### config.mk
export PLATFORM = sky130hd
export DESIGN_NAME = isc_sequencer
export DESIGN_NICKNAME = d
export VERILOG_FILES = /design/src/rtl/isc_pkg.sv /design/src/rtl/isc_ctrl.sv /design/src/rtl/isc_acc.sv /design/src/rtl/isc_datapath.sv /design/src/rtl/isc_sequencer.sv
export SDC_FILE = /design/constraint.sdc
export NUM_CORES = 1
export LEC_CHECK = 0
export BUFFER_PORTS_ARGS = -buffer_cell sky130_fd_sc_hd__clkbuf_2
export CORE_MARGIN = 1.5
export CORE_UTILIZATION = 35
export DETAILED_ROUTE_END_ITERATION = 12
export GPL_TIMING_DRIVEN = 0
export HOLD_SLACK_MARGIN = 0.05
export SLEW_MARGIN = 20
export SYNTH_ARGS = -nofsm -noshare
export SYNTH_HDL_FRONTEND = slang
export SYNTH_SLANG_ARGS = --single-unit
### constraint.sdc
create_clock -name clk -period 3.68 [get_ports clk]
set_input_delay 0.736 -clock clk [delete_from_list [all_inputs] [get_ports clk]]
set_output_delay 0.736 -clock clk [all_outputs]
set_load 0.02 [all_outputs]
### src/rtl/isc_pkg.sv
`timescale 1ns/1ps
package isc_pkg;
  localparam int OP_W = 3;

  typedef enum logic [OP_W-1:0] {
    OP_LOAD  = 3'd0,
    OP_STORE = 3'd1,
    OP_ADD   = 3'd2,
    OP_JUMP  = 3'd3,
    OP_RET   = 3'd4,
    OP_EI    = 3'd5,
    OP_NOP6  = 3'd6,
    OP_NOP7  = 3'd7
  } opcode_e;

  typedef enum logic [3:0] {
    S_F_ADDR, S_F_RD, S_F_CAP, S_F_IR,
    S_I_ADDR, S_I_RD, S_I_CAP,
    S_X_ADDR, S_X_RD, S_X_CAP, S_X_ALU, S_X_WR,
    S_N_SAVE, S_N_ADDR, S_N_WR
  } phase_e;

  typedef enum logic [1:0] {
    SUB_FETCH = 2'd0,
    SUB_IND   = 2'd1,
    SUB_EXEC  = 2'd2,
    SUB_INTR  = 2'd3
  } subcycle_e;

  function automatic subcycle_e subcycle_of(phase_e p);
    case (p)
      S_F_ADDR, S_F_RD, S_F_CAP, S_F_IR: return SUB_FETCH;
      S_I_ADDR, S_I_RD, S_I_CAP:         return SUB_IND;
      S_N_SAVE, S_N_ADDR, S_N_WR:        return SUB_INTR;
      default:                           return SUB_EXEC;
    endcase
  endfunction
endpackage

### src/rtl/isc_ctrl.sv
`timescale 1ns/1ps
module isc_ctrl
  import isc_pkg::*;
(
  input  logic    clk,
  input  logic    rst,
  input  logic    irq,
  input  logic    ie,
  input  logic    fetched_ind,
  input  opcode_e op,
  output phase_e  phase
);
  logic   done;
  phase_e phase_nxt;

  // last execute cycle of the current instruction
  always_comb begin
    done = 1'b0;
    case (phase)
      S_X_ADDR: done = (op == OP_JUMP) || (op == OP_EI) ||
                       (op == OP_NOP6) || (op == OP_NOP7);
      S_X_ALU, S_X_WR: done = 1'b1;
      default: done = 1'b0;
    endcase
  end

  always_comb begin
    phase_nxt = phase;
    case (phase)
      S_F_ADDR: phase_nxt = S_F_RD;
      S_F_RD:   phase_nxt = S_F_CAP;
      S_F_CAP:  phase_nxt = S_F_IR;
      S_F_IR:   phase_nxt = fetched_ind ? S_I_ADDR : S_X_ADDR;
      S_I_ADDR: phase_nxt = S_I_RD;
      S_I_RD:   phase_nxt = S_I_CAP;
      S_I_CAP:  phase_nxt = S_X_ADDR;
      S_X_ADDR: begin
        if (op == OP_STORE)
          phase_nxt = S_X_WR;
        else if ((op == OP_LOAD) || (op == OP_ADD) || (op == OP_RET))
          phase_nxt = S_X_RD;
      end
      S_X_RD:   phase_nxt = S_X_CAP;
      S_X_CAP:  phase_nxt = S_X_ALU;
      S_N_SAVE: phase_nxt = S_N_ADDR;
      S_N_ADDR: phase_nxt = S_N_WR;
      S_N_WR:   phase_nxt = S_F_ADDR;
      default:  phase_nxt = S_F_ADDR;
    endcase
    if (done) phase_nxt = (irq && ie) ? S_N_SAVE : S_F_ADDR;
  end

  always_ff @(posedge clk) begin
    if (rst) phase <= S_F_ADDR;
    else     phase <= phase_nxt;
  end

  // interrupt entry only follows a cycle with request and enable both high
  a_r10_entry_gated: assert property (@(posedge clk) disable iff (rst)
    (phase == S_N_SAVE) |-> ($past(ie) && $past(irq)));

  // the indirect capture cycle comes two cycles after the indirect address cycle
  a_r4_indirect_order: assert property (@(posedge clk) disable iff (rst)
    (phase == S_I_CAP) |-> ($past(phase, 2) == S_I_ADDR));
endmodule

### src/rtl/isc_acc.sv
`timescale 1ns/1ps
module isc_acc #(
  parameter int DATA_W = 16
) (
  input  logic              clk,
  input  logic              rst,
  input  logic              do_load,
  input  logic              do_add,
  input  logic [DATA_W-1:0] operand,
  output logic [DATA_W-1:0] acc,
  output logic              zero,
  output logic              sign
);
  logic [DATA_W-1:0] result;

  always_comb begin
    result = acc;
    if (do_load)     result = operand;
    else if (do_add) result = acc + operand;
  end

  always_ff @(posedge clk) begin
    if (rst) begin
      acc  <= '0;
      zero <= 1'b0;
      sign <= 1'b0;
    end else if (do_load || do_add) begin
      acc  <= result;
      zero <= (result == '0);
      sign <= result[DATA_W-1];
    end
  end

  // after an update the flags describe the new accumulator
  a_r6_flags_follow: assert property (@(posedge clk) disable iff (rst)
    (do_load || do_add) |=> ((zero == (acc == '0)) && (sign == acc[DATA_W-1])));

  // without an update the flags hold
  a_r6_flags_hold: assert property (@(posedge clk) disable iff (rst)
    !(do_load || do_add) |=> ($stable(zero) && $stable(sign)));
endmodule

### src/rtl/isc_datapath.sv
`timescale 1ns/1ps
module isc_datapath
  import isc_pkg::*;
#(
  parameter int               DATA_W       = 16,
  parameter int               ADDR_W       = 12,
  parameter logic [ADDR_W-1:0] SAVE_ADDR    = 12'h3FE,
  parameter logic [ADDR_W-1:0] HANDLER_ADDR = 12'h100
) (
  input  logic              clk,
  input  logic              rst,
  input  phase_e            phase,
  input  logic [DATA_W-1:0] acc,
  input  logic [DATA_W-1:0] mem_rdata,
  output logic [ADDR_W-1:0] mem_addr,
  output logic [DATA_W-1:0] mem_wdata,
  output logic              mem_rd,
  output logic              mem_wr,
  output logic [ADDR_W-1:0] pc,
  output opcode_e           op,
  output logic              fetched_ind,
  output logic              ie,
  output logic [DATA_W-1:0] operand,
  output logic              alu_load,
  output logic              alu_add
);
  localparam int               IND_BIT = ADDR_W;
  localparam int               EXT_W   = DATA_W - ADDR_W;
  localparam logic [ADDR_W-1:0] PC_ONE = {{(ADDR_W-1){1'b0}}, 1'b1};

  logic [ADDR_W-1:0] mar;
  logic [DATA_W-1:0] mbr;
  opcode_e           ir;
  logic [ADDR_W-1:0] ea;

  assign ea          = mbr[ADDR_W-1:0];
  assign op          = ir;
  assign fetched_ind = mbr[IND_BIT];
  assign operand     = mbr;
  assign mem_addr    = mar;
  assign mem_wdata   = mbr;
  assign mem_rd      = (phase == S_F_RD) || (phase == S_I_RD) || (phase == S_X_RD);
  assign mem_wr      = (phase == S_X_WR) || (phase == S_N_WR);
  assign alu_load    = (phase == S_X_ALU) && (ir == OP_LOAD);
  assign alu_add     = (phase == S_X_ALU) && (ir == OP_ADD);

  always_ff @(posedge clk) begin
    if (rst) begin
      pc  <= '0;
      mar <= '0;
      mbr <= '0;
      ir  <= OP_LOAD;
      ie  <= 1'b0;
    end else begin
      case (phase)
        S_F_ADDR: mar <= pc;
        S_F_RD:   pc  <= pc + PC_ONE;
        S_F_CAP, S_I_CAP, S_X_CAP: mbr <= mem_rdata;
        S_F_IR:   ir  <= opcode_e'(mbr[DATA_W-1 -: OP_W]);
        S_I_ADDR: mar <= ea;
        S_X_ADDR: begin
          case (ir)
            OP_LOAD, OP_ADD: mar <= ea;
            OP_STORE: begin
              mar <= ea;
              mbr <= acc;
            end
            OP_RET:  mar <= SAVE_ADDR;
            OP_JUMP: pc  <= ea;
            OP_EI:   ie  <= 1'b1;
            default: ;
          endcase
        end
        S_X_ALU: begin
          if (ir == OP_RET) begin
            pc <= ea;
            ie <= 1'b1;
          end
        end
        S_N_SAVE: mbr <= {{EXT_W{1'b0}}, pc};
        S_N_ADDR: mar <= SAVE_ADDR;
        S_N_WR: begin
          pc <= HANDLER_ADDR;
          ie <= 1'b0;
        end
        default: ;
      endcase
    end
  end

  // the fetch read cycle advances PC by one
  a_r2_pc_step: assert property (@(posedge clk) disable iff (rst)
    (phase == S_F_RD) |=> (pc == $past(pc) + PC_ONE));

  // the save write targets the save location with the current PC
  a_r11_save_write: assert property (@(posedge clk) disable iff (rst)
    (phase == S_N_WR) |-> (mem_wr && (mem_addr == SAVE_ADDR) &&
                           (mem_wdata == {{EXT_W{1'b0}}, pc})));

  // after entry PC is the handler and interrupts are masked
  a_r11_vector: assert property (@(posedge clk) disable iff (rst)
    (phase == S_N_WR) |=> ((pc == HANDLER_ADDR) && !ie));

  // the enable flag rises only from enable-interrupts or return
  a_r9_ie_source: assert property (@(posedge clk) disable iff (rst)
    $rose(ie) |-> (($past(phase) == S_X_ADDR) || ($past(phase) == S_X_ALU)));

  // read and write strobes never overlap
  a_r2_strobe_excl: assert property (@(posedge clk) disable iff (rst)
    !(mem_rd && mem_wr));
endmodule

### src/rtl/isc_sequencer.sv
`timescale 1ns/1ps
module isc_sequencer #(
  parameter int               DATA_W       = 16,
  parameter int               ADDR_W       = 12,
  parameter logic [ADDR_W-1:0] SAVE_ADDR    = 12'h3FE,
  parameter logic [ADDR_W-1:0] HANDLER_ADDR = 12'h100
) (
  input  logic              clk,
  input  logic              rst,
  input  logic              irq,
  input  logic [DATA_W-1:0] mem_rdata,
  output logic [ADDR_W-1:0] mem_addr,
  output logic [DATA_W-1:0] mem_wdata,
  output logic              mem_rd,
  output logic              mem_wr,
  output logic [ADDR_W-1:0] pc_out,
  output logic [DATA_W-1:0] acc_out,
  output logic              ie_out,
  output logic              zero_out,
  output logic              sign_out,
  output logic [1:0]        subcycle
);
  import isc_pkg::*;

  phase_e            phase;
  opcode_e           op;
  logic              fetched_ind;
  logic              ie;
  logic [DATA_W-1:0] operand;
  logic [DATA_W-1:0] acc;
  logic              alu_load;
  logic              alu_add;

  isc_ctrl u_ctrl (
    .clk         (clk),
    .rst         (rst),
    .irq         (irq),
    .ie          (ie),
    .fetched_ind (fetched_ind),
    .op          (op),
    .phase       (phase)
  );

  isc_datapath #(
    .DATA_W       (DATA_W),
    .ADDR_W       (ADDR_W),
    .SAVE_ADDR    (SAVE_ADDR),
    .HANDLER_ADDR (HANDLER_ADDR)
  ) u_dp (
    .clk         (clk),
    .rst         (rst),
    .phase       (phase),
    .acc         (acc),
    .mem_rdata   (mem_rdata),
    .mem_addr    (mem_addr),
    .mem_wdata   (mem_wdata),
    .mem_rd      (mem_rd),
    .mem_wr      (mem_wr),
    .pc          (pc_out),
    .op          (op),
    .fetched_ind (fetched_ind),
    .ie          (ie),
    .operand     (operand),
    .alu_load    (alu_load),
    .alu_add     (alu_add)
  );

  isc_acc #(.DATA_W(DATA_W)) u_acc (
    .clk     (clk),
    .rst     (rst),
    .do_load (alu_load),
    .do_add  (alu_add),
    .operand (operand),
    .acc     (acc),
    .zero    (zero_out),
    .sign    (sign_out)
  );

  assign acc_out  = acc;
  assign ie_out   = ie;
  assign subcycle = subcycle_of(phase);
endmodule

Word level (Yosys, flattened, before mapping)
Memory sizes are Yosys's and may differ from the RTL's. A register that Yosys moved wholly into a read port is not among the register bits.
Index checks and enable logic that the tools add are counted.
- bits in registers: 66
- memories: 1
- ROM bits: 32
- word-level logic and storage cells: 86
- reductions and logical operators: 26
- $add $sub $neg: 2
- eq/ne operators: 27
- muxes and demuxes: 21
- memories (name ; depth ; width ; rd ports ; clocked after Yosys merged registers in ; write ports ; RTL line ; text):
    (no name shown) ; 16 ; 2 ; 1 ; 1 ; 0 ; isc_pkg.sv:31 ; case (p)
- operators with widths (cell ; number):
    case mux 12 bit (4 select lines) ; 2
    two-way mux 16 bit ; 3
    case mux 16 bit (3 select lines) ; 1
    case mux 4 bit (12 select lines) ; 1
    equality test 4 bit, second input constant ; 7
    two-way mux 12 bit ; 2
    two-way mux 4 bit ; 6
    case mux 12 bit (2 select lines) ; 1
    adder 16 bit ; 1
    equality test 4 x 3 -> 1 bit, second input constant ; 4
    logical NOT 16 bit ; 1
    adder 12 x 1 -> 12 bit, second input constant ; 1
    equality test 3 bit, second input constant ; 4
    logical OR 1 bit ; 9
    equality test 4 x 2 -> 1 bit, second input constant ; 2
    != test 2 x 1 -> 1 bit, second input constant ; 4
    nonzero test 4 bit ; 2
    equality test 3 x 2 -> 1 bit, second input constant ; 2
    AND reduction 3 bit ; 2
    nonzero test 3 bit ; 2
    OR reduction 3 bit ; 2
    equality test 4 x 1 -> 1 bit, second input constant ; 1
    logical NOT 4 bit ; 1
    != test 4 x 1 -> 1 bit, second input constant ; 1
    other kinds (10) ; 14

Depth between registers and ports, before layout
- word-level depth: 9
- mapped depth: 11
- depth with buffers taken out: 10

Modules after synthesis
A second synthesis with hierarchy kept.
- cell total of the unflattened synthesis: 611
- area total of the unflattened synthesis: 4931.0 µm²
- modules (own cells, without submodules) (module ; instances ; cells an instance ; area an instance (µm²)):
    isc_datapath ; 1 ; 341 ; 2920.3
    isc_acc ; 1 ; 241 ; 1755.4
    isc_ctrl ; 1 ; 27 ; 239.0
    isc_sequencer ; 1 ; 2 ; 16.3

Least setup slack after synthesis
OpenSTA, ideal clock, no wires.
- kind: flip-flop to flip-flop
- start: register u_dp.mbr[0] (netlist: u_dp.mem_wdata[0])
- end: register u_acc.zero
- period minus slack after synthesis: 2838 ps
- cell stages (with the launch flop): 11
- path buffers: 0
- path slack: 842 ps
- arrival: 2779 ps
- data required time: 3621 ps
- cells stage by stage: dfxtp_1 ha_1 fa_1 a21o_1 a221oi_2 o2111ai_1 a221oi_1 mux2_2 a211oi_2 nand4_1 nand2_1
- cells in the longest elaborated chain, start to end: 4
- RTL lines (element ; RTL line ; text):
    start, declared ; isc_datapath.sv:32 ; logic [DATA_W-1:0] mbr;
    start signal, assigned ; isc_datapath.sv:58 ; S_F_CAP, S_I_CAP, S_X_CAP: mbr <= mem_rdata;
    start signal, assigned ; isc_datapath.sv:80 ; S_N_SAVE: mbr <= {{EXT_W{1'b0}}, pc};
    adder 16 bit ; isc_acc.sv:19 ; else if (do_add) result = acc + operand;
    two-way mux 16 bit ; isc_acc.sv:19 ;
    two-way mux 16 bit * ; isc_acc.sv:18 ; if (do_load) result = operand;
    logical NOT 16 bit * ; isc_acc.sv:29 ; zero <= (result == '0);
    end signal, assigned ; isc_acc.sv:29 ;
    end, declared ; isc_acc.sv:11 ; output logic zero,
Every way passes the cells marked *; elsewhere a longest branch is shown, timed or not.
A chain may end at the register's enable or synchronous reset.

Worst setup path after layout
Ends and elaborated chain as after synthesis.

==> results by group <==
Layout
  • Area Growth Syn to Fin: 22.1%
  • Post-layout util: 43.8%
  • Ant diodes: 0
  • Final #Nets: 700
  • Share of layout cells above drive strength 1: 17.8%

Placed design
  • Number of port buffers: 81
  • Gpl congestion: 0.887
  • Post-Place Worst Slack: 0.556 ns
  • Hpwl dp: 11300 microns

STA
  • Final number of hold-violating endpoints: 0
  • Setup violations, final: 0
  • Final min period: 3.13 ns
  • Setup TNS: 0 ns
  • Clock Skews: 0.00712 ns
  • Fmax: 319 MHz
  • Slew Viols, Final: 0
  • Slew margin rel.: between 30% and 40%
  • Post-layout worst setup margin: ~0.55 ns
  • Period utilization: between 80% and 90%
  • Unrepaired setup endpoints after global routing: no
  • Measured slew at the worst slew-check pin: 0.915 ns
  • Min Hold Slack: 0.450 ns

Clock network
  • Sink Count: 67
  • Cts bufs inserted: 9
  • Reg clk slew, reported paths: 0.06 ns
  • Post CTS Setup Buffer Count: 0
  • Cts hold-fix bufs: 0
  • Clk root buf: clkbuf_16
  • CTS tree: yes
  • Worst skew pair latency: 0.34 ns
  • H-tree depth: 3
  • PostCTS Resize Cnt: 0
  • Maximum root-to-sink buffer count: 2

Synth
  • Ys async rst share: 0%
  • Main flop type after synthesis: dfxtp_1
  • Top post-synthesis cells by area: dfxtp_1 (31%), nor2_1 (7.2%), nand2_1 (5.6%), a21oi_1 (5.0%), ha_1 (4.6%)
  • Post-synth cell types: 61
  • Cell count after synthesis: 572
  • Synth Warn #: 0
  • Post-synth EDFFs: 0
  • Synthesized cell area: 4330 sq um
  • Seq cells post-synth: 67
  • Register area share after synthesis: 31.0%
  • Syn_nets: 608
  • Synth area leader: dfxtp_1
  • Syn avg cell area: about 7.6 sq um
  • Yosys top cell area share: 31.0%

Die
  • Die ar.: 13000 sq um
  • Number of cell rows: 40
  • I/O pins: 82
  • Die width: 114 microns
  • Core area: approximately 12000 sq um
  • Chip Height: 114 microns
  • Starting density of the core: a little over a third

Routing
  • DR vias/cell: about 5.7
  • Post-Route WL: 14900 microns
  • Via Count: around 4.8k
  • Antenna Nets Post-Route: 0
  • DR iter-0 viols: 378
  • Routed len/inst: 17.8 microns
  • DRT Pass-1 Iters: 5
  • Remaining DRCs: 0

Global route
  • Initial antenna violation count: 0
  • Total Routing Usage GR: 23.1%
  • Pin count of the biggest net entering global routing: 12
  • Vias in the first global route: 4466
  • Global-route wire length before repair: 23300 microns
  • Global route overflow: 0

Power
  • Switching Fraction: between 30% and 40%
  • Sequential share of power: 35.9%
  • Pwr Density: 464 nW/um^2
  • P_leak: 0.00205 uW
  • Clk network pwr share: 40.7%
  • Logic pwr share: around a quarter
  • P_int: 1660 uW
  • Switch Pwr: 789 uW
  • Worst IR Drop VDD: 0.288 mV

Critical path
  • Ordered list of cells on the worst path: ha_1, fa_1, a21o_1, a221oi_2, o2111ai_1, a221oi_1, mux2_2, a211oi_2, nand4_1, nand2_1
  • Setup crit start kind: flop
  • Buf+Inv Stages, Crit Path: 0
  • Crit end category: flop
  • Max stage delay on crit path: 0.44 ns
  • Critical setup path kind: reg2reg
  • Delay-heaviest family, CP: compound AO/OA/AOI/OAI gates
  • Required time of the worst setup path: about 4.0 ns
  • Worst path slowest cell: a221oi_2
  • CP arrival: approximately 3.4 ns
  • Crit path max fanout: 7

Status
  • Status: completed

Worst hold path
  • HP Class: reg2reg

Run
  • Max-cap violations: 0
-- power by group through the flow --
| stage | Combinational, uW | Clock, uW | Sequential [uW] |
|---|---|---|---|
| 5_1_grt | 631 | 1050 | 892 |
| 3_5_place_dp | 565 | 0 | 894 |
| 2_1_floorplan | 341 | 0 | 926 |
| 6_report | 574 | 998 | 882 |
| 3_3_place_gp | 557 | 0 | 893 |
| 4_1_cts | 569 | 1010 | 879 |
-- cells by family after synthesis --
family	synth area share [%]
muxes	3.85
buffers and inverters	5.49
adders and majority gates	5.09
DFF	31.0
AOI/OAI and AO/OA	30.0
and+or+nand+nor	23.0
xor gates and xnor gates	1.62
-- worst paths after layout --
path                                                      from                       endpoint  slack, ns  cells past startpoint
worst max-delay path            u_dp.mem_wdata[0]$_SDFFE_PP0P_        u_acc.zero$_SDFFE_PP0P_       0.55                     10
worst min-delay path             u_dp.mem_addr[7]$_SDFFE_PP0P_  u_dp.mem_addr[7]$_SDFFE_PP0P_       0.45                      2
worst max register to register  u_dp.mem_wdata[0]$_SDFFE_PP0P_        u_acc.zero$_SDFFE_PP0P_       0.55                     10
worst min register to register   u_dp.mem_addr[7]$_SDFFE_PP0P_  u_dp.mem_addr[7]$_SDFFE_PP0P_       0.45                      2
-- sequential cells by signal (all words and copies together) (netlist names) --
signal / flops
u_dp.pc: 12
u_dp.ie: 1
u_dp.op: 3
u_ctrl.phase: 4
u_acc.sign: 1
u_dp.mem_addr: 12
u_acc.zero: 1
subcycle: 2
u_acc.acc: 15
u_dp.mem_wdata: 16
-- cells in the mapped netlist (5+ instances only) --
cell type	instances
nand3_1	18
mux2_2	5
ha_1	16
nor2b_1	7
mux2i_1	11
xor2_1	5
nand2b_1	5
a22oi_1	20
nor2_1	83
o21ai_0	30
a21o_1	6
nand2_1	64
a211oi_1	19
a31oi_1	5
o31ai_1	5
a311oi_1	12
clkbuf_1	31
nor3_1	15
o221ai_1	14
dfxtp_1	67
and3_1	6
o211ai_1	7
a21oi_1	43
inv_1	13
-- metrics by stage --
| step | instances | power, uW | instance area, sq um |
|---|---|---|---|
| floorplan | 572 | 1270 | 4330 |
| global placement | 821 | 1450 | 4940 |
| global route | 837 | 2570 | 5290 |
| CTS | 837 | 2460 | 5290 |
| detailed placement | 821 | 1460 | 4940 |
| finish | 837 | 2450 | 5290 |
-- worst register-to-register path, cell delays in order, from the launching register on --
cell,delay (ns)
dfxtp_1,0.38
ha_1,0.28
fa_1,0.43
a21o_1,0.23
a221oi_2,0.44
o2111ai_1,0.22
a221oi_1,0.32
mux2_2,0.39
a211oi_2,0.18
nand4_1,0.12
nand2_1,0.08
-- final cells by class --
type                    instances  area [sq um]
plain buffers                  43           189
clock buffers                  11           243
inverters                      13          48.8
clock inverters                 5           100
fillers                      1259          6780
well taps                     168           210
flip-flops and latches         67          1340
repair buffers                 81           405
multi-input cells             449          2750
-- metal layers --
metal	GRT usage [%]	up-vias	wire, microns
li1	-	2301	-
met1	30.2	2234	6750
met2	36.7	189	6840
met3	4.24	30	848
met4	11.1	0	421
met5	0	-	0
-- placed cells by master (no fill, tap or decap), types with 18 or more instances in the layout --
| master | count |
|---|---|
| a21oi_1 | 43 |
| a22oi_1 | 20 |
| clkbuf_2 | 82 |
| a211oi_1 | 19 |
| o21ai_0 | 30 |
| dfxtp_1 | 67 |
| nor2_1 | 83 |
| nand3_1 | 18 |
| nand2_1 | 64 |
| clkbuf_1 | 32 |
Note: power is estimated with default switching activity, not from simulation.
